===== src/rtl/mc_cpu_pkg.sv =====
package mc_cpu_pkg;

    typedef enum logic [2:0] {
        ST_FETCH  = 3'd0,
        ST_DECODE = 3'd1,
        ST_BRANCH = 3'd2,
        ST_ADD_A  = 3'd3,
        ST_ADD_B  = 3'd4,
        ST_ADD_WB = 3'd5,
        ST_MOV_WB = 3'd6
    } state_t;

    typedef enum logic [1:0] {
        ASEL_PC  = 2'd0,
        ASEL_REG = 2'd1,
        ASEL_ACC = 2'd2
    } asel_t;

    typedef struct packed {
        logic  ir_load;
        logic  pc_write;
        logic  pc_write_zero;
        logic  pc_from_target;
        asel_t a_sel;
        logic  inc_four;
        logic  rf_write;
        logic  wd_from_alu;
    } ctrl_t;

    localparam int unsigned INSTR_W     = 32;
    localparam int unsigned REG_FIELD_W = 4;
    localparam int unsigned BIT_MOV     = 31;
    localparam int unsigned BIT_BZ      = 30;
    localparam int unsigned BIT_ADD4    = 29;
    localparam int unsigned BIT_ADD8    = 28;
    localparam int unsigned TGT_LSB     = 12;
    localparam int unsigned DST_LSB     = 4;
    localparam int unsigned SRC_LSB     = 0;

endpackage


===== src/rtl/mc_alu.sv =====
module mc_alu #(
    parameter int unsigned W = 32
) (
    input  logic [W-1:0] a,
    input  logic         inc_four,
    output logic [W-1:0] sum
);
    localparam logic [W-1:0] K_ONE  = W'(1);
    localparam logic [W-1:0] K_FOUR = W'(4);

    assign sum = a + (inc_four ? K_FOUR : K_ONE);
endmodule


===== src/rtl/mc_regfile.sv =====
module mc_regfile #(
    parameter int unsigned W  = 32,
    parameter int unsigned AW = 4
) (
    input  logic          clk,
    input  logic          rst_n,
    input  logic          we,
    input  logic [AW-1:0] waddr,
    input  logic [W-1:0]  wdata,
    input  logic [AW-1:0] raddr,
    output logic [W-1:0]  rdata
);
    localparam int unsigned DEPTH = 1 << AW;

    logic [W-1:0] regs [DEPTH];

    always_ff @(posedge clk) begin
        if (!rst_n) begin
            for (int i = 0; i < DEPTH; i++) regs[i] <= '0;
        end else if (we) begin
            regs[waddr] <= wdata;
        end
    end

    assign rdata = regs[raddr];
endmodule


===== src/rtl/mc_ctrl.sv =====
module mc_ctrl
    import mc_cpu_pkg::*;
(
    input  logic   clk,
    input  logic   rst_n,
    input  logic   op_mov,
    input  logic   op_bz,
    input  logic   op_add4,
    input  logic   op_add8,
    output state_t state,
    output ctrl_t  ctl
);
    state_t nxt;

    always_comb begin
        nxt = ST_FETCH;
        unique case (state)
            ST_FETCH:  nxt = ST_DECODE;
            ST_DECODE: begin
                if (op_bz)                 nxt = ST_BRANCH;
                else if (op_add4 || op_add8) nxt = ST_ADD_A;
                else if (op_mov)           nxt = ST_MOV_WB;
                else                       nxt = ST_FETCH;
            end
            ST_ADD_A:  nxt = op_add8 ? ST_ADD_B : ST_ADD_WB;
            ST_ADD_B:  nxt = ST_ADD_WB;
            ST_BRANCH, ST_ADD_WB, ST_MOV_WB: nxt = ST_FETCH;
            default:   nxt = ST_FETCH;
        endcase
    end

    always_ff @(posedge clk) begin
        if (!rst_n) state <= ST_FETCH;
        else        state <= nxt;
    end

    always_comb begin
        ctl = '0;
        ctl.a_sel = ASEL_PC;
        unique case (state)
            ST_FETCH: begin
                ctl.ir_load  = 1'b1;
                ctl.pc_write = 1'b1;
            end
            ST_BRANCH: begin
                ctl.pc_write_zero  = 1'b1;
                ctl.pc_from_target = 1'b1;
            end
            ST_ADD_A: begin
                ctl.a_sel    = ASEL_REG;
                ctl.inc_four = 1'b1;
            end
            ST_ADD_B: begin
                ctl.a_sel    = ASEL_ACC;
                ctl.inc_four = 1'b1;
            end
            ST_ADD_WB: begin
                ctl.rf_write    = 1'b1;
                ctl.wd_from_alu = 1'b1;
            end
            ST_MOV_WB: ctl.rf_write = 1'b1;
            default: ;
        endcase
    end
endmodule


===== src/rtl/mc_cpu.sv =====
module mc_cpu
    import mc_cpu_pkg::*;
#(
    parameter int unsigned DATA_W     = 32,
    parameter int unsigned PC_W       = 16,
    parameter int unsigned IMEM_DEPTH = 64
) (
    input  logic                          clk,
    input  logic                          rst_n,
    input  logic                          imem_we,
    input  logic [$clog2(IMEM_DEPTH)-1:0] imem_waddr,
    input  logic [INSTR_W-1:0]            imem_wdata,
    output logic [PC_W-1:0]               pc_o,
    output logic [2:0]                    state_o,
    output logic                          rf_we_o,
    output logic [REG_FIELD_W-1:0]        rf_waddr_o,
    output logic [DATA_W-1:0]             rf_wdata_o
);
    localparam int unsigned IMEM_AW = $clog2(IMEM_DEPTH);

    logic [INSTR_W-1:0] imem [IMEM_DEPTH];
    logic [INSTR_W-1:0] ir_q;
    logic [PC_W-1:0]    pc_q;
    logic [DATA_W-1:0]  acc_q;
    logic [DATA_W-1:0]  alu_a;
    logic [DATA_W-1:0]  alu_sum;
    logic [DATA_W-1:0]  src_val;
    logic               src_zero;
    logic [PC_W-1:0]    target;
    state_t             state;
    ctrl_t              ctl;
    logic               unused_spare;

    always_ff @(posedge clk) begin
        if (imem_we) imem[imem_waddr] <= imem_wdata;
    end

    mc_ctrl u_ctrl (
        .clk     (clk),
        .rst_n   (rst_n),
        .op_mov  (ir_q[BIT_MOV]),
        .op_bz   (ir_q[BIT_BZ]),
        .op_add4 (ir_q[BIT_ADD4]),
        .op_add8 (ir_q[BIT_ADD8]),
        .state   (state),
        .ctl     (ctl)
    );

    mc_regfile #(.W(DATA_W), .AW(REG_FIELD_W)) u_rf (
        .clk   (clk),
        .rst_n (rst_n),
        .we    (rf_we_o),
        .waddr (rf_waddr_o),
        .wdata (rf_wdata_o),
        .raddr (ir_q[SRC_LSB +: REG_FIELD_W]),
        .rdata (src_val)
    );

    always_comb begin
        unique case (ctl.a_sel)
            ASEL_PC:  alu_a = DATA_W'(pc_q);
            ASEL_REG: alu_a = src_val;
            ASEL_ACC: alu_a = acc_q;
            default:  alu_a = '0;
        endcase
    end

    mc_alu #(.W(DATA_W)) u_alu (
        .a        (alu_a),
        .inc_four (ctl.inc_four),
        .sum      (alu_sum)
    );

    assign src_zero     = (src_val == '0);
    assign target       = ir_q[TGT_LSB +: PC_W];
    assign unused_spare = ^ir_q[11:8];

    always_ff @(posedge clk) begin
        if (!rst_n) begin
            ir_q  <= '0;
            pc_q  <= '0;
            acc_q <= '0;
        end else begin
            acc_q <= alu_sum;
            if (ctl.ir_load) ir_q <= imem[pc_q[IMEM_AW-1:0]];
            if (ctl.pc_write || (ctl.pc_write_zero && src_zero))
                pc_q <= ctl.pc_from_target ? target : alu_sum[PC_W-1:0];
        end
    end

    assign rf_we_o    = ctl.rf_write;
    assign rf_waddr_o = ir_q[DST_LSB +: REG_FIELD_W];
    assign rf_wdata_o = ctl.wd_from_alu ? acc_q : src_val;
    assign pc_o       = pc_q;
    assign state_o    = state;
endmodule


===== config.mk =====
export PLATFORM = sky130hd
export DESIGN_NAME = mc_cpu
export DESIGN_NICKNAME = d
export VERILOG_FILES = /design/src/rtl/mc_cpu_pkg.sv /design/src/rtl/mc_alu.sv /design/src/rtl/mc_regfile.sv /design/src/rtl/mc_ctrl.sv /design/src/rtl/mc_cpu.sv
export SDC_FILE = /design/constraint.sdc
export NUM_CORES = 2
export LEC_CHECK = 0
export BUFFER_PORTS_ARGS = -buffer_cell sky130_fd_sc_hd__buf_2
export CAP_MARGIN = 20
export CORE_ASPECT_RATIO = 0.7
export CORE_UTILIZATION = 25
export CTS_CLUSTER_SIZE = 12
export DETAILED_ROUTE_END_ITERATION = 7
export HOLD_SLACK_MARGIN = 0.15
export SYNTH_ARGS = -nofsm -noshare
export SYNTH_HDL_FRONTEND = slang
export SYNTH_HIERARCHICAL = 1
export SYNTH_SLANG_ARGS = --single-unit

===== constraint.sdc =====
create_clock -name clk -period 5.65 [get_ports clk]
set_input_delay 0.2825 -clock clk [delete_from_list [all_inputs] [get_ports clk]]
set_output_delay 0.2825 -clock clk [all_outputs]
set_load 0.01 [all_outputs]

Word-level counts from Yosys, hierarchy flattened --
Memory sizes are Yosys's and may differ from the RTL's. A register that Yosys moved wholly into a read port is not among the register bits. Cells that the tools add are included.
Word-level totals: logic and storage cells 46, bits in writable memories 2560, memories kept 2, bits in registers 51
Memories:
- imem | depth 64, width 32, read ports 1, clocked after Yosys merged registers in 1, wr ports 1, RTL line mc_cpu.sv:21 | logic [INSTR_W-1:0] imem [IMEM_DEPTH];
- u_rf.regs | depth 16, width 32, read ports 1, clocked after Yosys merged registers in 0, wr ports 16, RTL line mc_regfile.sv:15 | logic [W-1:0] regs [DEPTH];
Cells by class: multiplexer cells 23, reduce and logical (&&, ||, !) cells 9, $add $sub $neg 1, equal/unequal tests 8
Operator list (count):
- $pmux W32 S3 | 1
- $mux W32 | 2
- $add A32 B32 Y32 | 1
- $logic_not A32 Y1 | 1
- $reduce_or A32 Y1 | 1
- $mux W16 | 1
- $mux W3 | 4
- $pmux W3 S4 | 1
- $mux W1 | 10
- $eq A3 B3 Y1 const B | 3
- $eq A3 B2 Y1 const B | 2
- $pmux W3 S2 | 1
- $mux W2 | 2
- $mux W4 | 1
- $eq A3 B1 Y1 const B | 1
- $logic_not A3 Y1 | 1
- $eq A2 B1 Y1 const B | 1
- $eq A2 B2 Y1 const B | 1
- $logic_not A2 Y1 | 1
- $logic_or A1 B1 Y1 | 2
- $reduce_or A2 Y1 | 1
- $logic_and A1 B1 Y1 | 1
- $logic_not A1 Y1 | 1

Depth between registers and ports, before layout --
depth in word-level cells 8, depth in mapped cells 17, depth with buffers taken out 14

Hierarchy --
Netlist, hierarchy kept.
By module, submodules not included:
- mc_cpu | area each 72346.9 um^2, seq. area each 55333.1 um^2, times used 1, cells an instance 3752
- mc_regfile | area each 22836.9 um^2, seq. area each 15374.7 um^2, times used 1, cells an instance 1416
- mc_alu | area each 775.7 um^2, seq. area each 0.0 um^2, times used 1, cells an instance 105
- mc_ctrl | area each 235.2 um^2, seq. area each 60.1 um^2, times used 1, cells an instance 27

Worst setup path after synthesis --
Ideal clock, no wire load.
path type reg2reg, start reg u_ctrl.state[1], end mem u_rf.regs[1][0] (enable), required time 5.184 ns, period minus slack after synthesis 4.000 ns, library setup time 0.466 ns, arrival 3.534 ns, stages on the path, launching flop included 6, setup slack 1.650 ns, path buffers 1, cell sequence dfxtp_1 -> buf_2 -> xor2_1 -> and2_1 -> nand4bb_1 -> o21ai_0
RTL lines:
- from (decl) | RTL line mc_ctrl.sv:10 | output state_t state,
- from (signal assigned) | RTL line mc_ctrl.sv:34 | else state <= nxt;
- to (decl) | RTL line mc_regfile.sv:15

Worst setup path in the final report --
start reg ir_q[0], read port of imem, end reg pc_q[5] (netlist: pc_o[5])
Between the ends: word-level cells in the longest chain between the ends 4
RTL lines:
- from (decl) | RTL line mc_cpu.sv:22 | logic [INSTR_W-1:0] ir_q;
- $mem_v2 Z16 W32
- net src_val[7] | RTL line mc_cpu.sv:27 | logic [DATA_W-1:0] src_val;
- $logic_not A32 Y1 | RTL line mc_cpu.sv:74 | assign src_zero = (src_val == '0);
- $logic_and A1 B1 Y1 | RTL line mc_cpu.sv:86 | if (ctl.pc_write || (ctl.pc_write_zero && src_zero))
- $logic_or A1 B1 Y1 | RTL line mc_cpu.sv:86
- to (signal assigned) | RTL line mc_cpu.sv:87 | pc_q <= ctl.pc_from_target ? target : alu_sum[PC_W-1:0];
- to (decl) | RTL line mc_cpu.sv:23 | logic [PC_W-1:0] pc_q;
The timed path passes the listed nets, and every way through them passes these cells. A chain may end at the register's enable or synchronous reset.

==> results_dict.tcl <==
set metrics [dict create \
    min_to "imem[53][16]" \
    final_cell_mix "2304 x edfxtp_1, 545 x and2_1, 368 x mux2_2" \
    synthesis.nets 5344 \
    vias_per_cell 4.77 \
    antenna_found_initial 13 \
    ant_nets 0 \
    ctsResizeCount 0 \
    grt.total_usage_pct 13.3 \
    total_power_mw 47.3 \
    rows 190 \
    synth_edf_count 2304 \
    start_util_pct 25.1 \
    critical_path.max_fanout 32 \
    maxSlewHeadroom_pct 15.3 \
    fillCellCount 37282 \
    cp_data_arrival_time_ps 5160 \
    die_height_um 521 \
    multi_input_area_um2 24500 \
    min_from "imem_waddr[0]" \
    holdWs_ps 171 \
    cp_common_cell "nand2_1" \
    critPathKind "reg2reg" \
    grt_pass1_wl_um 375000 \
    cts_buffers 232 \
    end_kind "register" \
    maxCapViolations 0 \
    dpl-instance-area_um2 104000 \
    cp_slowest_cell "nor4_1" \
    status "complete, no violations" \
    layout.nets 5540 \
    min_path_type "in2reg" \
    drive_gt1_share_pct 25.5 \
    routed-via-count 51164 \
    dp_hpwl_um 156000 \
    period_share_pct 78.5 \
    fp.dieArea_um2 387000 \
    final_common_cell "edfxtp_1" \
    r2r-end "pc_o[5]" \
    skew_ps 75.6 \
    grt_pass1_vias 50523 \
    min_path_cells 3 \
    setup_violations 0 \
    yosysWarnings 6 \
    regArea_um2 70800 \
    synthToLayoutAreaGrowth_pct 16.0 \
    dp.cells 10296 \
    cts_tree "built" \
    yosysSeqAreaShare_pct 73.6 \
    post_cts_buffers 0 \
    avgRoutedWirePerCell_um 24.8 \
    ys.flop_type "edfxtp_1" \
    holdBufCountCts 29 \
    fin_setup_tns_ps 0 \
    netlist_area_um2 96200 \
    root_buffer "clkbuf_16" \
    grt-ovfl-total 0 \
    grt_max_degree 124 \
    synthArstFlopShare_pct 0 \
    coreArea_um2 383000 \
    tightest_slew_ps 1260 \
    first_pass_iters 5 \
    start_kind "register" \
    fin_area_um2 112000 \
    drt_first_iter_violations 6322 \
    stdcell_count 10728 \
    fin_crit_ps 4430 \
    slowest_delay_ps 810 \
    worstPathRequired_ps 6380 \
    drcViolationCount 0 \
    cts.clk_slew.worst_paths_ps 60 \
    totalWireLength_um 266000 \
    cts_num_sinks 2383 \
    finalHoldViolCount 0 \
    r2r_start "ir_q[0]" \
    clockBufferDepth 3 \
    fmax_mhz 225 \
    cp_top_family "simple AND/OR/NAND/NOR gates" \
    syn_inst 5300 \
    gp_routability_congestion 0.846 \
    ys_ff_latch 2383 \
    rrSetupSlack_ps 1220 \
    ios 97 \
    htreeDepth 4 \
    p_leak_nw 34.7 \
    crit_chain "buf_12 -> mux4_2 -> a22oi_1 -> nand2_1 -> nor4_1 -> nand4_1 -> o31ai_4 -> buf_4 -> nand2_1 -> o211a_1" \
    die_w_um 743 \
    io_buffers 92 \
    path_buf_inv 2 \
    synth_cell_types 55 \
    r2r_cells 10 \
    final_max_slew_viol_count 0 \
    vdd_drop_max_mv 0.296 \
    rsz0062_at_grt "no" \
    clk_latency_ps 900 \
    avgSynthCellArea_um2 18.1 \
    powerDensity_nw_per_um2 424 \
]
==> metal layers <==
metal	track usage, %	up-vias	share of wire [%]
met4	4.56	4	3.3
met2	19.8	2117	44
li1	-	21504	-
met5	0	-	0.0071
met1	19.1	27170	44
met3	3.03	369	9.1
==> worst max path at each step <==
stage / from / cells after the start / slack (ps) / end
after floorplan: u_ctrl/state[1] / 5 / 1650 / u_rf/regs[1][0]
after global placement: ir_q[0] / 14 / 1330 / pc_o[9]
after detailed placement: ir_q[0] / 10 / 1310 / pc_o[15]
after CTS: ir_q[0] / 6 / 1240 / rf_wdata_o[19]
after global routing: ir_q[0] / 14 / 990 / pc_o[13]
final: ir_q[0] / 10 / 1220 / pc_o[5]
==> power breakdown <==
group          leakage, nW  switching, mW  internal, mW  total [mW]
Clock                 3.26           6.46          7.70        14.2
Combinational         9.41           8.07          4.76        12.8
Sequential            22.1          0.544          19.8        20.3
Total                 34.7           15.1          32.2        47.3
==> sequential cells by signal, summed over array words and instances (netlist names) <==
signal,count
u_ctrl/state,3
ir_q,28
imem,1792
u_rf/regs,512
acc_q,32
pc_o,16
==> cell type report <==
class / instances / share of cell area [%]
antenna: 5 / 0.0112
clock buffer: 315 / 5.55
clock inverter: 58 / 0.527
inverter: 7 / 0.0236
multi-input combinational: 2534 / 22.0
sequential: 2383 / 63.4
tap: 5088 / 5.71
timing repair buffer: 338 / 2.75
==> logic make-up (layout without fill, tap and decap cells) <==
logic type	count (synthesis)	count (layout)	synth area share, %
compound gates	606	606	4.46
xor+xnor	31	31	0.282
fa+ha+maj	3	3	0.0390
buf+inv	383	718	1.78
flops	2383	2383	73.6
mux	752	752	12.9
other cells	0	5	0
simple gates	1142	1142	6.99
==> metrics by stage <==
step	worst slack (ps)	util, %
2_1_floorplan	1650	-
3_3_place_gp	1330	27.1
3_5_place_dp	1310	27.2
4_1_cts	1240	29.0
5_1_grt	988	29.1
6_report	1220	29.1
==> Yosys cell counts, types with 2 or more instances <==
cell	number	area share (%)
edfxtp_1	2304	72
and2_1	546	3.6
xor2_1	21	0.19
nor4_2	7	0.091
nand4_1	12	0.078
nor4b_1	2	0.018
dfxtp_1	79	1.6
buf_4	21	0.16
nor2b_1	120	0.78
nor2_1	90	0.35
inv_1	7	0.027
buf_6	17	0.20
xnor2_1	10	0.091
nand3b_1	31	0.24
nand2b_1	12	0.078
nor3_2	4	0.042
o22ai_1	112	0.73
mux4_2	352	8.2
mux2_2	368	4.3
nand3_1	17	0.088
clkbuf_1	247	0.96
buf_2	52	0.27
nand4b_1	2	0.018
nor3b_1	2	0.016
nor3_1	121	0.63
nand2_1	85	0.33
or2_1	2	0.013
nand4_4	2	0.044
and3_1	5	0.033
buf_1	39	0.15
ha_1	3	0.039
o211a_1	16	0.17
a211oi_1	112	0.87
a22o_1	128	1.2
o221ai_1	28	0.25
and4_1	3	0.027
mux2i_1	32	0.33
o21ai_0	140	0.73
or3_1	3	0.020
nor4_1	68	0.44
a22oi_1	64	0.50
==> worst register-to-register path, cell delays in order, from the launching register on <==
cell	delay, ps
dfxtp_4	720
buf_12	380
mux4_2	590
a22oi_1	370
nand2_1	200
nor4_1	810
nand4_1	420
o31ai_4	330
buf_4	280
nand2_1	90
o211a_1	130
(Power assumes the default switching activity.)
